File: src/rtl/calc4_pkg.sv
package calc4_pkg;
  localparam int unsigned KEY_W  = 4;
  localparam int unsigned SYM_W  = 4;

  localparam logic [KEY_W-1:0] KEY_ADD = 4'd10;
  localparam logic [KEY_W-1:0] KEY_EQ  = 4'd11;
  localparam logic [KEY_W-1:0] KEY_CLR = 4'd12;

  localparam logic [SYM_W-1:0] SYM_ERR   = 4'd10;
  localparam logic [SYM_W-1:0] SYM_BLANK = 4'd15;

  typedef enum logic [2:0] {
    KC_NONE,
    KC_DIGIT,
    KC_ADD,
    KC_EQ,
    KC_CLR
  } key_cls_t;

  typedef enum logic [1:0] {
    PH_ENTRY,
    PH_DONE,
    PH_ERROR
  } phase_t;
endpackage

File: src/rtl/calc4_keydec.sv
module calc4_keydec
  import calc4_pkg::*;
(
  input  logic             valid,
  input  logic [KEY_W-1:0] code,
  output key_cls_t         cls,
  output logic [3:0]       digit
);
  always_comb begin
    cls   = KC_NONE;
    digit = code[3:0];
    if (valid) begin
      if (code <= 4'd9) begin
        cls = KC_DIGIT;
      end else begin
        case (code)
          KEY_ADD: cls = KC_ADD;
          KEY_EQ:  cls = KC_EQ;
          KEY_CLR: cls = KC_CLR;
          default: cls = KC_NONE;
        endcase
      end
    end
  end
endmodule

File: src/rtl/calc4_bcd_add.sv
module calc4_bcd_add #(
  parameter int unsigned DIGITS = 4,
  localparam int unsigned W = 4 * DIGITS
) (
  input  logic [W-1:0] a,
  input  logic [W-1:0] b,
  output logic [W-1:0] sum,
  output logic         carry
);
  logic [DIGITS:0] cy;
  assign cy[0] = 1'b0;

  for (genvar g = 0; g < DIGITS; g++) begin : g_digit
    logic [4:0] raw;
    logic [4:0] adj;
    assign raw = {1'b0, a[4*g +: 4]} + {1'b0, b[4*g +: 4]} + {4'd0, cy[g]};
    assign adj = raw + 5'd6;
    assign cy[g+1] = (raw > 5'd9);
    assign sum[4*g +: 4] = cy[g+1] ? adj[3:0] : raw[3:0];
  end

  assign carry = cy[DIGITS];
endmodule

File: src/rtl/calc4_disp_fmt.sv
module calc4_disp_fmt
  import calc4_pkg::*;
#(
  parameter int unsigned DIGITS = 4,
  localparam int unsigned W = 4 * DIGITS
) (
  input  logic [W-1:0] value,
  output logic [W-1:0] chars
);
  // lead[g] is high while every digit from the top down to position g is zero
  logic [DIGITS:0] lead;
  assign lead[DIGITS] = 1'b1;

  for (genvar g = DIGITS - 1; g >= 0; g--) begin : g_pos
    assign lead[g] = lead[g+1] && (value[4*g +: 4] == 4'd0);
    if (g == 0) begin : g_last
      assign chars[3:0] = value[3:0];
    end else begin : g_upper
      assign chars[4*g +: 4] = lead[g] ? SYM_BLANK : value[4*g +: 4];
    end
  end
endmodule

File: src/rtl/calc4_top.sv
module calc4_top
  import calc4_pkg::*;
#(
  parameter int unsigned DIGITS = 4
) (
  input  logic                 clk,
  input  logic                 rst,
  input  logic                 key_valid,
  input  logic [KEY_W-1:0]     key_code,
  output logic [4*DIGITS-1:0]  disp,
  output logic                 overflow
);
  localparam int unsigned BCD_W = 4 * DIGITS;
  localparam int unsigned CNT_W = $clog2(DIGITS + 1);
  localparam logic [BCD_W-1:0] ZERO_DISP = {{(DIGITS-1){SYM_BLANK}}, 4'd0};
  localparam logic [BCD_W-1:0] ERR_DISP  = {{(DIGITS-1){SYM_BLANK}}, SYM_ERR};

  logic [BCD_W-1:0] acc_q, opnd_q, acc_n, opnd_n;
  logic [CNT_W-1:0] ndig_q, ndig_n;
  phase_t           phase_q, phase_n;
  logic [BCD_W-1:0] disp_q;
  logic             ovf_q;

  key_cls_t         cls;
  logic [3:0]       digit;
  logic [BCD_W-1:0] sum;
  logic             carry;
  logic [BCD_W-1:0] show_n;
  logic [BCD_W-1:0] fmt_out;
  logic             upd;

  calc4_keydec u_dec (
    .valid (key_valid),
    .code  (key_code),
    .cls   (cls),
    .digit (digit)
  );

  calc4_bcd_add #(.DIGITS(DIGITS)) u_add (
    .a     (acc_q),
    .b     (opnd_q),
    .sum   (sum),
    .carry (carry)
  );

  calc4_disp_fmt #(.DIGITS(DIGITS)) u_fmt (
    .value (show_n),
    .chars (fmt_out)
  );

  always_comb begin
    acc_n   = acc_q;
    opnd_n  = opnd_q;
    ndig_n  = ndig_q;
    phase_n = phase_q;
    show_n  = opnd_q;
    upd     = 1'b0;
    if (cls == KC_CLR) begin
      acc_n   = '0;
      opnd_n  = '0;
      ndig_n  = '0;
      phase_n = PH_ENTRY;
      show_n  = '0;
      upd     = 1'b1;
    end else if (phase_q != PH_ERROR) begin
      case (cls)
        KC_DIGIT: begin
          if (phase_q == PH_DONE) begin
            acc_n   = '0;
            opnd_n  = {{(BCD_W-4){1'b0}}, digit};
            ndig_n  = (digit != 4'd0) ? CNT_W'(1) : '0;
            phase_n = PH_ENTRY;
            show_n  = opnd_n;
            upd     = 1'b1;
          end else if (ndig_q < CNT_W'(DIGITS)) begin
            opnd_n = BCD_W'({opnd_q, digit});
            if ((opnd_q != '0) || (digit != 4'd0)) begin
              ndig_n = ndig_q + CNT_W'(1);
            end
            show_n = opnd_n;
            upd    = 1'b1;
          end
        end
        KC_ADD, KC_EQ: begin
          upd = 1'b1;
          if (carry) begin
            phase_n = PH_ERROR;
          end else begin
            acc_n   = sum;
            opnd_n  = '0;
            ndig_n  = '0;
            phase_n = (cls == KC_EQ) ? PH_DONE : PH_ENTRY;
            show_n  = sum;
          end
        end
        default: ;
      endcase
    end
  end

  always_ff @(posedge clk) begin
    if (rst) begin
      acc_q   <= '0;
      opnd_q  <= '0;
      ndig_q  <= '0;
      phase_q <= PH_ENTRY;
      disp_q  <= ZERO_DISP;
      ovf_q   <= 1'b0;
    end else begin
      acc_q   <= acc_n;
      opnd_q  <= opnd_n;
      ndig_q  <= ndig_n;
      phase_q <= phase_n;
      if (upd) begin
        disp_q <= (phase_n == PH_ERROR) ? ERR_DISP : fmt_out;
        ovf_q  <= (phase_n == PH_ERROR);
      end
    end
  end

  assign disp     = disp_q;
  assign overflow = ovf_q;
endmodule

File: config.mk
export PLATFORM = sky130hd
export DESIGN_NAME = calc4_top
export DESIGN_NICKNAME = d
export VERILOG_FILES = /design/src/rtl/calc4_pkg.sv /design/src/rtl/calc4_keydec.sv /design/src/rtl/calc4_bcd_add.sv /design/src/rtl/calc4_disp_fmt.sv /design/src/rtl/calc4_top.sv
export SDC_FILE = /design/constraint.sdc
export NUM_CORES = 1
export LEC_CHECK = 0
export ABC_CLOCK_PERIOD_IN_PS = 11500
export CORE_MARGIN = 3
export CORE_UTILIZATION = 65
export DETAILED_ROUTE_END_ITERATION = 16
export DONT_BUFFER_PORTS = 1
export PLACE_DENSITY = 0.8
export SYNTH_ARGS = -nofsm -noshare
export SYNTH_HDL_FRONTEND = slang
export SYNTH_SLANG_ARGS = --single-unit
File: constraint.sdc
create_clock -name clk -period 11.5 [get_ports clk]
set_clock_uncertainty 0.15 [all_clocks]
set_input_delay 0.575 -clock clk [delete_from_list [all_inputs] [get_ports clk]]
set_output_delay 0.575 -clock clk [all_outputs]
set_load 0.005 [all_outputs]
; ---- Word-level counts from Yosys, hierarchy flattened
; Index checks and enable logic that the tools add are counted.
[word_totals]
wordCells = 89
in_bits = 7
regBits = 54
output_inout_bits = 17
[classes]
n_reduce_logical = 14
n_eq_ne = 14
addsub = 11
magnitude_cmp = 6
muxes = 38
[ops]
columns = cell, count
row1 = 16-bit 2-to-1 mux, 9
row2 = 16-bit case mux with 2 select lines, 3
row3 = 4-bit 2-to-1 mux, 6
row4 = 4-bit by 4-bit adder with 5-bit output, 4
row5 = 5-bit by 4-bit > comparator with 1-bit output (second input constant), 4
row6 = 3-bit 2-to-1 mux, 6
row7 = 16-bit nonzero test, 1
row8 = 5-bit by 1-bit adder with 5-bit output, 3
row9 = 4-bit by 3-bit adder with 4-bit output (second input constant), 3
row10 = 4-bit equality test (second input constant), 3
row11 = 4-bit zero test, 3
row12 = 3-bit case mux with 3 select lines, 1
row13 = 2-bit 2-to-1 mux, 4
row14 = 3-bit by 2-bit equality test with 1-bit output (second input constant), 2
row15 = 1-bit 2-to-1 mux, 6
row16 = 2-bit != test (second input constant), 3
row17 = 3-bit != test (second input constant), 2
row18 = 3-bit case mux with 2 select lines, 1
row19 = 5-bit AND reduction, 1
row20 = 4-bit <= comparator (second input constant), 1
row21 = 2-bit case mux with 2 select lines, 1
row22 = 4-bit AND reduction, 1
row23 = 4-bit nonzero test, 1
row24 = 2-bit OR reduction, 2
row25 = other kinds (11), 12

; ---- Depth between registers and ports, before layout
; Gate-level depths: netlist of the first run.
[logic_depth]
word_depth = 17
depth_mapped = 32

; ---- Hierarchy
; A second synthesis of the first run with hierarchy kept.
[unflattened]
hier_cells = 497
area_unflattened_um2 = 4182.8
[modules_own_cells]
columns = mod, cells_each, area_each_um2, seq_area_each_um2, n_inst
row1 = calc4_top, 345, 2924.1, 1081.0, 1
row2 = calc4_bcd_add, 115, 952.2, 0.0, 1
row3 = calc4_disp_fmt, 27, 230.2, 0.0, 1
row4 = calc4_keydec, 10, 76.3, 0.0, 1

; ---- Worst setup path before layout of the first run
; Ideal clock, no wire load.
[synth_path]
kind = reg2reg
startpoint = reg opnd_q[0]
endpoint = reg disp_q[7], in the netlist disp[7]
t_arrival_ns = 6.738
path_stages_with_launch = 31
slack_ns = 4.490
setup_time_ns = 0.122
synth_period_minus_slack_ns = 7.010
path_buffers = 0
cell_sequence = dfxtp_1 > ha_1 > inv_1 > fa_1 > xor2_1 > nand2_1 > a211oi_1 > fa_1 > inv_1 > fa_1 > a21o_1 > a21o_1 > a21oi_1 > fa_1 > inv_1 > fa_1 > xor2_1 > inv_1 > nand2_1 > a21oi_1 > fa_1 > inv_1 > fa_1 > o22a_1 > o221ai_2 > o31a_1 > nand3_1 > o32a_1 > a2111o_1 > a21oi_1 > a211oi_2
[synth_via]
elab_chain_len = 17
word_cells_on_any_way = 30
classes_between = add/sub (6) / order compare (4) / eq/ne (1) / mux (14) / reduce/logical (5)
[synth_lines]
columns = item, line_no
row1 = start: declaration, calc4_top.sv:18  ; logic [BCD_W-1:0] acc_q, opnd_q, acc_n, opnd_n;
row2 = start signal: assignment, calc4_top.sv:111  ; opnd_q <= opnd_n;
row3 = 4-bit by 4-bit adder with 5-bit output, calc4_bcd_add.sv:16  ; assign raw = {1'b0, a[4*g +: 4]} + {1'b0, b[4*g +: 4]} + {4'd0, cy[g]};
row4 = 5-bit by 4-bit > comparator with 1-bit output, calc4_bcd_add.sv:18  ; assign cy[g+1] = (raw > 5'd9);
row5 = 5-bit by 1-bit adder with 5-bit output, calc4_bcd_add.sv:16
row6 = 5-bit by 4-bit > comparator with 1-bit output, calc4_bcd_add.sv:18
row7 = 5-bit by 1-bit adder with 5-bit output, calc4_bcd_add.sv:16
row8 = 5-bit by 4-bit > comparator with 1-bit output, calc4_bcd_add.sv:18
row9 = 5-bit by 1-bit adder with 5-bit output, calc4_bcd_add.sv:16
row10 = 5-bit by 4-bit > comparator with 1-bit output, calc4_bcd_add.sv:18
row11 = 16-bit 2-to-1 mux, calc4_top.sv:86  ; if (carry) begin
row12 = 16-bit case mux with 2 select lines, calc4_top.sv:66  ; case (cls)
row13 = 16-bit 2-to-1 mux, calc4_top.sv:65  ; end else if (phase_q != PH_ERROR) begin
row14 = 16-bit 2-to-1 mux, calc4_top.sv:58  ; if (cls == KC_CLR) begin
row15 = 4-bit zero test, calc4_disp_fmt.sv:15  ; assign lead[g] = lead[g+1] && (value[4*g +: 4] == 4'd0);
row16 = 1-bit logical AND (2 in series), calc4_disp_fmt.sv:15
row17 = 4-bit 2-to-1 mux, calc4_disp_fmt.sv:19  ; assign chars[4*g +: 4] = lead[g] ? SYM_BLANK : value[4*g +: 4];
row18 = 16-bit 2-to-1 mux *, calc4_top.sv:115  ; disp_q <= (phase_n == PH_ERROR) ? ERR_DISP : fmt_out;
row19 = end signal: assignment, calc4_top.sv:115
row20 = end: declaration, calc4_top.sv:21  ; logic [BCD_W-1:0] disp_q;
; Every way passes the cells marked *; elsewhere a longest branch is shown, timed or not.
; A chain may end at the register's enable or synchronous reset.

; ---- Worst setup path after layout of the first run
; Same ends and word-level chain as after synthesis.

==> run summary, run 1 <==
Critical Path Start -> opnd_q[0]$_SDFFE_PP0P_
DP HPWL -> 7430 um
Finished Cell Area -> 3930 sq um
synthesis-stage register bit count -> 54
max-cap violation count -> 0
clock sink total -> 54
Crit. End Element -> flop
Congestion Overflow GR -> 0
mapped cell area -> 3900 sq um
f_max -> 111 MHz
r2r setup slk -> 2.49 ns
Req. time, crit path -> 11.60 ns
Buffers on Ports -> 0
placed inst area -> 3840 sq um
top-level I/O count -> 24
number of vias per cell -> 6.96
main flop type after synthesis -> dfxtp_1
Final Hold Fails -> 0
Final Slew Violations -> 0
HP Class -> in -> reg
Synth Area in Adders -> 9.05%
Compound-Gate Fraction of Synth Area -> 29.5%
die area -> 6960 sq um
largest family of logic cells by synthesized area -> compound AO/OA/AOI/OAI gates
worst hold start -> rst
Slew headroom -> 32.3%
RSZ-0062 raised after global routing -> false
Die Y -> 83.4 um
Max stage delay cell, worst path -> o31ai_1
startpoint types -> flop
total DRC errors in the routed layout -> 0
Num CTS Buffers -> 5
iteration count of the initial detailed-routing pass -> 5
vias in the first global route -> 3408
Syn Nets -> 502
area grow syn2layout -> 0.771%
Post-synth ARST share -> 0%
number of flops mapped to enable cells by yosys -> 0
CP Max Fanout -> 15
PostCTS Resize Cnt -> 0
Critical Path Most Common Cell -> fa_1
worst-skew pair later-pin latency -> 0.32 ns
Routed WL per cell -> 19.3 um
post-layout net count -> 487
first-pass GRT wire length -> 16800 um
Yosys cell types -> 83
post-CTS setup buffer count -> 0
post-synthesis xor/xnor area fraction -> 1.57%
PD cells -> 93.3 nW/um^2
ant diodes -> 0
initial antenna violation count -> 0
routed via count -> 3681
share of post-route cells with drive strength above 1 -> 10.1%
Die X -> 83.4 um
status -> completed
Site Rows -> 27
Least-Margin Pin Slew -> 1.01 ns
WS Path Type -> reg -> reg
Worst R2R End -> disp[7]$_SDFFE_PP1P_
Synth area leaders -> dfxtp_1 28%, a21oi_1 6.4%, ha_1 5.5%
CTS max path bufs -> 2
maximum vdd ir drop -> 0.0000542 V
commonest non-fill, non-tap cell in the layout -> dfxtp_1
final worst-path cycle share -> 78.3%
Antenna Violating Nets Remaining -> 0
CP endpoint -> disp[7]$_SDFFE_PP1P_
drt total wl -> 10200 um
synth warn -> 0
Reg clk slew, reported paths -> 0.10 ns
RR Startpoint -> opnd_q[0]$_SDFFE_PP0P_
simple-gate share of the synthesized area -> 22.7%
Core Region -> 5640 sq um
CTS tree -> built
starting density of the core -> 69.1%
post-synthesis mux area share -> 2.89%
largest net degree at the start of global routing -> 38
Final setup viols -> 0
post-synthesis sequential area ratio -> 27.7%
Static Leak -> 1.53 nW
share of Yosys cell area claimed by the top area cell type -> 27.7%
cell taking the most area after synthesis -> dfxtp_1
crit-path max cell delay -> 0.83 ns
Total Power -> 366 uW
placer congestion estimate -> 0.922
Critical Path AT -> 9.11 ns
R2R depth -> 31
synthesized instance count -> 471
Final Critical Period -> 9.01 ns
commonest cells after routing, fill and taps aside -> 54 x dfxtp_1, 53 x nor2_1, 50 x a21oi_1
DR iter-0 viols -> 363
Mean Syn Cell Area -> 8.27 sq um
H-tree depth -> 2
GRT Total Usage -> 29.3%
Setup TNS -> 0 ns
# hold bufs at CTS -> 0
CTS Root Cell -> clkbuf_8
-- how the worst min path moves through the flow --
stage | cells after the start | slack, ns | to
6_report | 1 | 0.17 | disp[0]$_SDFFE_PP0P_
5_1_grt | 1 | 0.16 | disp[0]$_SDFFE_PP0P_
4_1_cts | 1 | 0.17 | disp[0]$_SDFFE_PP0P_
3_5_place_dp | 2 | 0.30 | acc_q[4]$_SDFFE_PP0P_
3_3_place_gp | 2 | 0.29 | acc_q[4]$_SDFFE_PP0P_
2_1_floorplan | 2 | 0.29 | acc_q[4]$_SDFFE_PP0P_
-- area by class of cell --
cell class	count	area, sq um
fill	499	1710
clock buffer	7	86.3
clock inverter	1	5.00
sequential	54	1080
inverter	21	78.8
tap	72	90.1
multi-input combinational	371	2560
timing repair buffer	3	22.5
-- cell families (layout without fill, tap and decap cells) --
kind of cell	Yosys count	after routing
AO/OA/AOI/OAI	159	159
adder cells (fa/ha/maj)	24	24
flip-flops	54	54
AND/OR/NAND/NOR	170	170
multiplexers	11	11
XOR/XNOR	7	7
buffers and inverters	46	32
-- layer usage --
metal	routed length (um)	track usage (%)	share of wire, %	up-vias
met4	345	12.1	3.4	0
met3	954	5.46	9.3	42
met1	4090	37.8	40	1724
met5	0	0	0	-
met2	4840	48.3	47	207
li1	-	-	-	1708
-- Yosys cell counts (all sizes together), types with 5 or more instances --
library cell,n
nand4,5
ha,17
a21o,8
clkbuf,14
a211oi,11
and2,8
buf,11
nand2b,5
a22oi,11
nor2,53
nand2,44
mux2i,9
and3,6
o31ai,6
dfxtp,54
fa,7
nor3,11
inv,21
nor2b,6
a31oi,14
nor4,8
nand3,11
a21oi,50
o21ai,18
o21a,7
-- state kept, by name (all words and copies together) (netlist names) --
register  cells
overflow      1
disp         16
acc_q        16
phase_q       2
opnd_q       16
ndig_q        3
-- stage by stage --
stage               hold WS, ns  std cells  setup slack, ns  util, %
finish                    0.166        529             2.49     69.6
global route              0.156        529             2.02     69.6
CTS                       0.169        529             2.64     69.6
detailed placement        0.297        521             2.69     68.0
global placement          0.291        521             3.04     68.0
floorplan                 0.286        471             4.49        -
-- where the power goes --
group	switching [mW]	internal (mW)	total [mW]
combinational	0.0343	0.0188	0.0531
clock	0.0641	0.0488	0.113
sequential	0.00660	0.194	0.201
-- worst max-delay path: cells and delay by family (launching register included) --
kind | cells | cell delay [ns]
AOI/OAI and AO/OA | 9 | 3.44
DFF | 1 | 0.42
and+or+nand+nor | 5 | 0.84
buffers and inverters | 6 | 0.48
xor gates and xnor gates | 3 | 0.77
adders and majority gates | 8 | 2.80
Power figures use the tool's default switching activity.
==> run 2: changes to the inputs <==
ABC_AREA = 1   (was default)
ABC_CLOCK_PERIOD_IN_PS = 9200   (was 11500)
CORE_UTILIZATION = 64   (was 65)
PLACE_DENSITY = 0.79   (was 0.8)
clock period = 9.2 ns   (was 11.5 ns; I/O delays follow)
==> run summary, run 2 <==
synthesis-stage register bit count -> 54
share of post-route cells with drive strength above 1 -> 6.86%
routed via count -> 3915
mapped cell area -> 3880 sq um
r2r setup slk -> 1.15 ns
Critical Path Most Common Cell -> inv_1
RR Startpoint -> opnd_q[0]$_SDFFE_PP0P_
CTS tree -> built
top cells by count, synth -> 197 x nand2_1, 75 x inv_1, 64 x a21oi_1, 54 x dfxtp_1, 53 x nand3_1
post-CTS setup buffer count -> 0
DP HPWL -> 7720 um
top-level I/O count -> 24
commonest cells after routing, fill and taps aside -> 197 x nand2_1, 75 x inv_1, 64 x a21oi_1
initial antenna violation count -> 0
f_max -> 124 MHz
Crit. End Element -> flop
Final setup viols -> 0
startpoint types -> flop
Yosys cell types -> 38
status -> completed
HP Class -> in -> reg
GRT Total Usage -> 29.4%
WHS -> 0.0608 ns
Post-Route Utilization -> 70.0%
WS Path Type -> reg -> reg
commonest non-fill, non-tap cell in the layout -> nand2_1
final worst-path cycle share -> 87.5%
PD cells -> 134 nW/um^2
area grow syn2layout -> 2.25%
Req. time, crit path -> 9.25 ns
drt total wl -> 10300 um
total DRC errors in the routed layout -> 0
Post-synth ARST share -> 0%
main flop type after synthesis -> dfxtp_1
Setup TNS -> 0 ns
iteration count of the initial detailed-routing pass -> 5
Slew headroom -> 34.4%
placer congestion estimate -> 0.933
post-route non-filler standard cell count -> 670
Critical Path AT -> 8.10 ns
Least-Margin Pin Slew -> 0.975 ns
number of vias per cell -> 5.84
Max stage delay cell, worst path -> nor2_2
largest net degree at the start of global routing -> 28
Reg clk slew, reported paths -> 0.09 ns
worst-skew pair later-pin latency -> 0.30 ns
CP Max Fanout -> 20
number of flops mapped to enable cells by yosys -> 0
Congestion Overflow GR -> 0
max-cap violation count -> 0
Buffers on Ports -> 0
Hold Path Sink -> disp[0]$_SDFFE_PP0P_
crit-path max cell delay -> 0.66 ns
Core Region -> 5680 sq um
H-tree depth -> 2
Die X -> 83.9 um
post-synthesis sequential area ratio -> 27.8%
Syn Nets -> 638
vias in the first global route -> 3682
CTS max path bufs -> 2
first-pass GRT wire length -> 17100 um
Num CTS Buffers -> 5
PostCTS Resize Cnt -> 0
Critical Path Start -> opnd_q[0]$_SDFFE_PP0P_
synth warn -> 0
Site Rows -> 27
Synth area leaders -> dfxtp_1 28%, nand2_1 19%, a21oi_1 8.2%
CTS Root Cell -> clkbuf_8
synthesized instance count -> 607
maximum vdd ir drop -> 0.0000782 V
post-layout net count -> 629
RSZ-0062 raised after global routing -> false
worst hold start -> rst
share of Yosys cell area claimed by the top area cell type -> 27.8%
cell taking the most area after synthesis -> dfxtp_1
number of cells on the worst hold path -> 1
dpl cells -> 663
ant diodes -> 0
Final Slew Violations -> 0
Routed WL per cell -> 15.4 um
die area -> 7040 sq um
starting density of the core -> 68.5%
Final Critical Period -> 8.05 ns
Die Y -> 83.9 um
Static Leak -> 1.89 nW
top-count cell post-synth -> nand2_1
R2R depth -> 40
DR iter-0 viols -> 396
Antenna Violating Nets Remaining -> 0
Worst R2R End -> ndig_q[1]$_SDFFE_PP0P_
# hold bufs at CTS -> 0
Mean Syn Cell Area -> 6.40 sq um
Total Power -> 533 uW
clock sink total -> 54
Final Hold Fails -> 0
run 2: changes by cell type in the layout (fill, tap and decap cells not counted), moves of 9 or more:
cell	previous run	this run
nand2_1	44	197
inv_1	21	75
nand3_1	10	53
nor2_1	53	30
o21ai_0	14	32
a21oi_1	50	64
a31oi_1	14	2
a22oi_1	11	0
mux2i_1	9	0
run 2: worst max path at each step:
stage | slack (ns) | cells past startpoint | endpoint
floorplan | 2.91 | 40 | disp[12]$_SDFFE_PP1P_
global placement | 1.82 | 40 | ndig_q[1]$_SDFFE_PP0P_
detailed placement | 1.36 | 41 | ndig_q[1]$_SDFFE_PP0P_
CTS | 1.33 | 41 | ndig_q[1]$_SDFFE_PP0P_
global route | 0.62 | 40 | ndig_q[1]$_SDFFE_PP0P_
finish | 1.15 | 40 | ndig_q[1]$_SDFFE_PP0P_
run 2: layout make-up:
class / instances / area (sq um)
Clock buffer: 7 / 76.3
Sequential cell: 54 / 1080
Timing Repair Buffer: 3 / 22.5
Multi-Input combinational cell: 452 / 2390
Tap cell: 72 / 90.1
Inverter: 82 / 313
Fill cell: 532 / 1700
run 2: cell families (layout without fill, tap and decap cells):
family                     count (synthesis)  after routing  share of synthesized area (%)
xor gates and xnor gates                   4              4                          0.902
buffers and inverters                    101             92                           10.8
muxes                                      1              1                          0.290
DFF                                       54             54                           27.8
AOI/OAI and AO/OA                        115            115                           16.7
and+or+nand+nor                          308            308                           34.4
adders and majority gates                 24             24                           9.08
run 2: metal layers:
layer | share of wire, % | vias up | routed length, um | GRT usage, %
met5 | 0 | - | 0 | 0
met1 | 43 | 1767 | 4460 | 39.6
met3 | 8.4 | 39 | 866 | 4.54
met2 | 45 | 173 | 4670 | 47.9
li1 | - | 1936 | - | -
met4 | 3.2 | 0 | 329 | 10.4
run 2: per-stage QoR:
step | worst slack, ns | area, sq um
floorplan | 2.91 | 3880
global placement | 1.82 | 3900
detailed placement | 1.36 | 3900
CTS | 1.33 | 3970
global route | 0.616 | 3970
finish | 1.15 | 3970
run 2: where the power goes:
group / internal [mW] / switching [mW]
Sequential: 0.250 / 0.0121
Clock: 0.0527 / 0.0735
Combinational: 0.0466 / 0.0976
run 2: critical path: cells and delay by family, from the launching register on:
family                     cells  cell delay, ns
adders and majority gates      8            2.49
and+or+nand+nor               17            3.03
DFF                            1            0.40
buffers and inverters         11            1.08
AOI/OAI and AO/OA              4            0.78
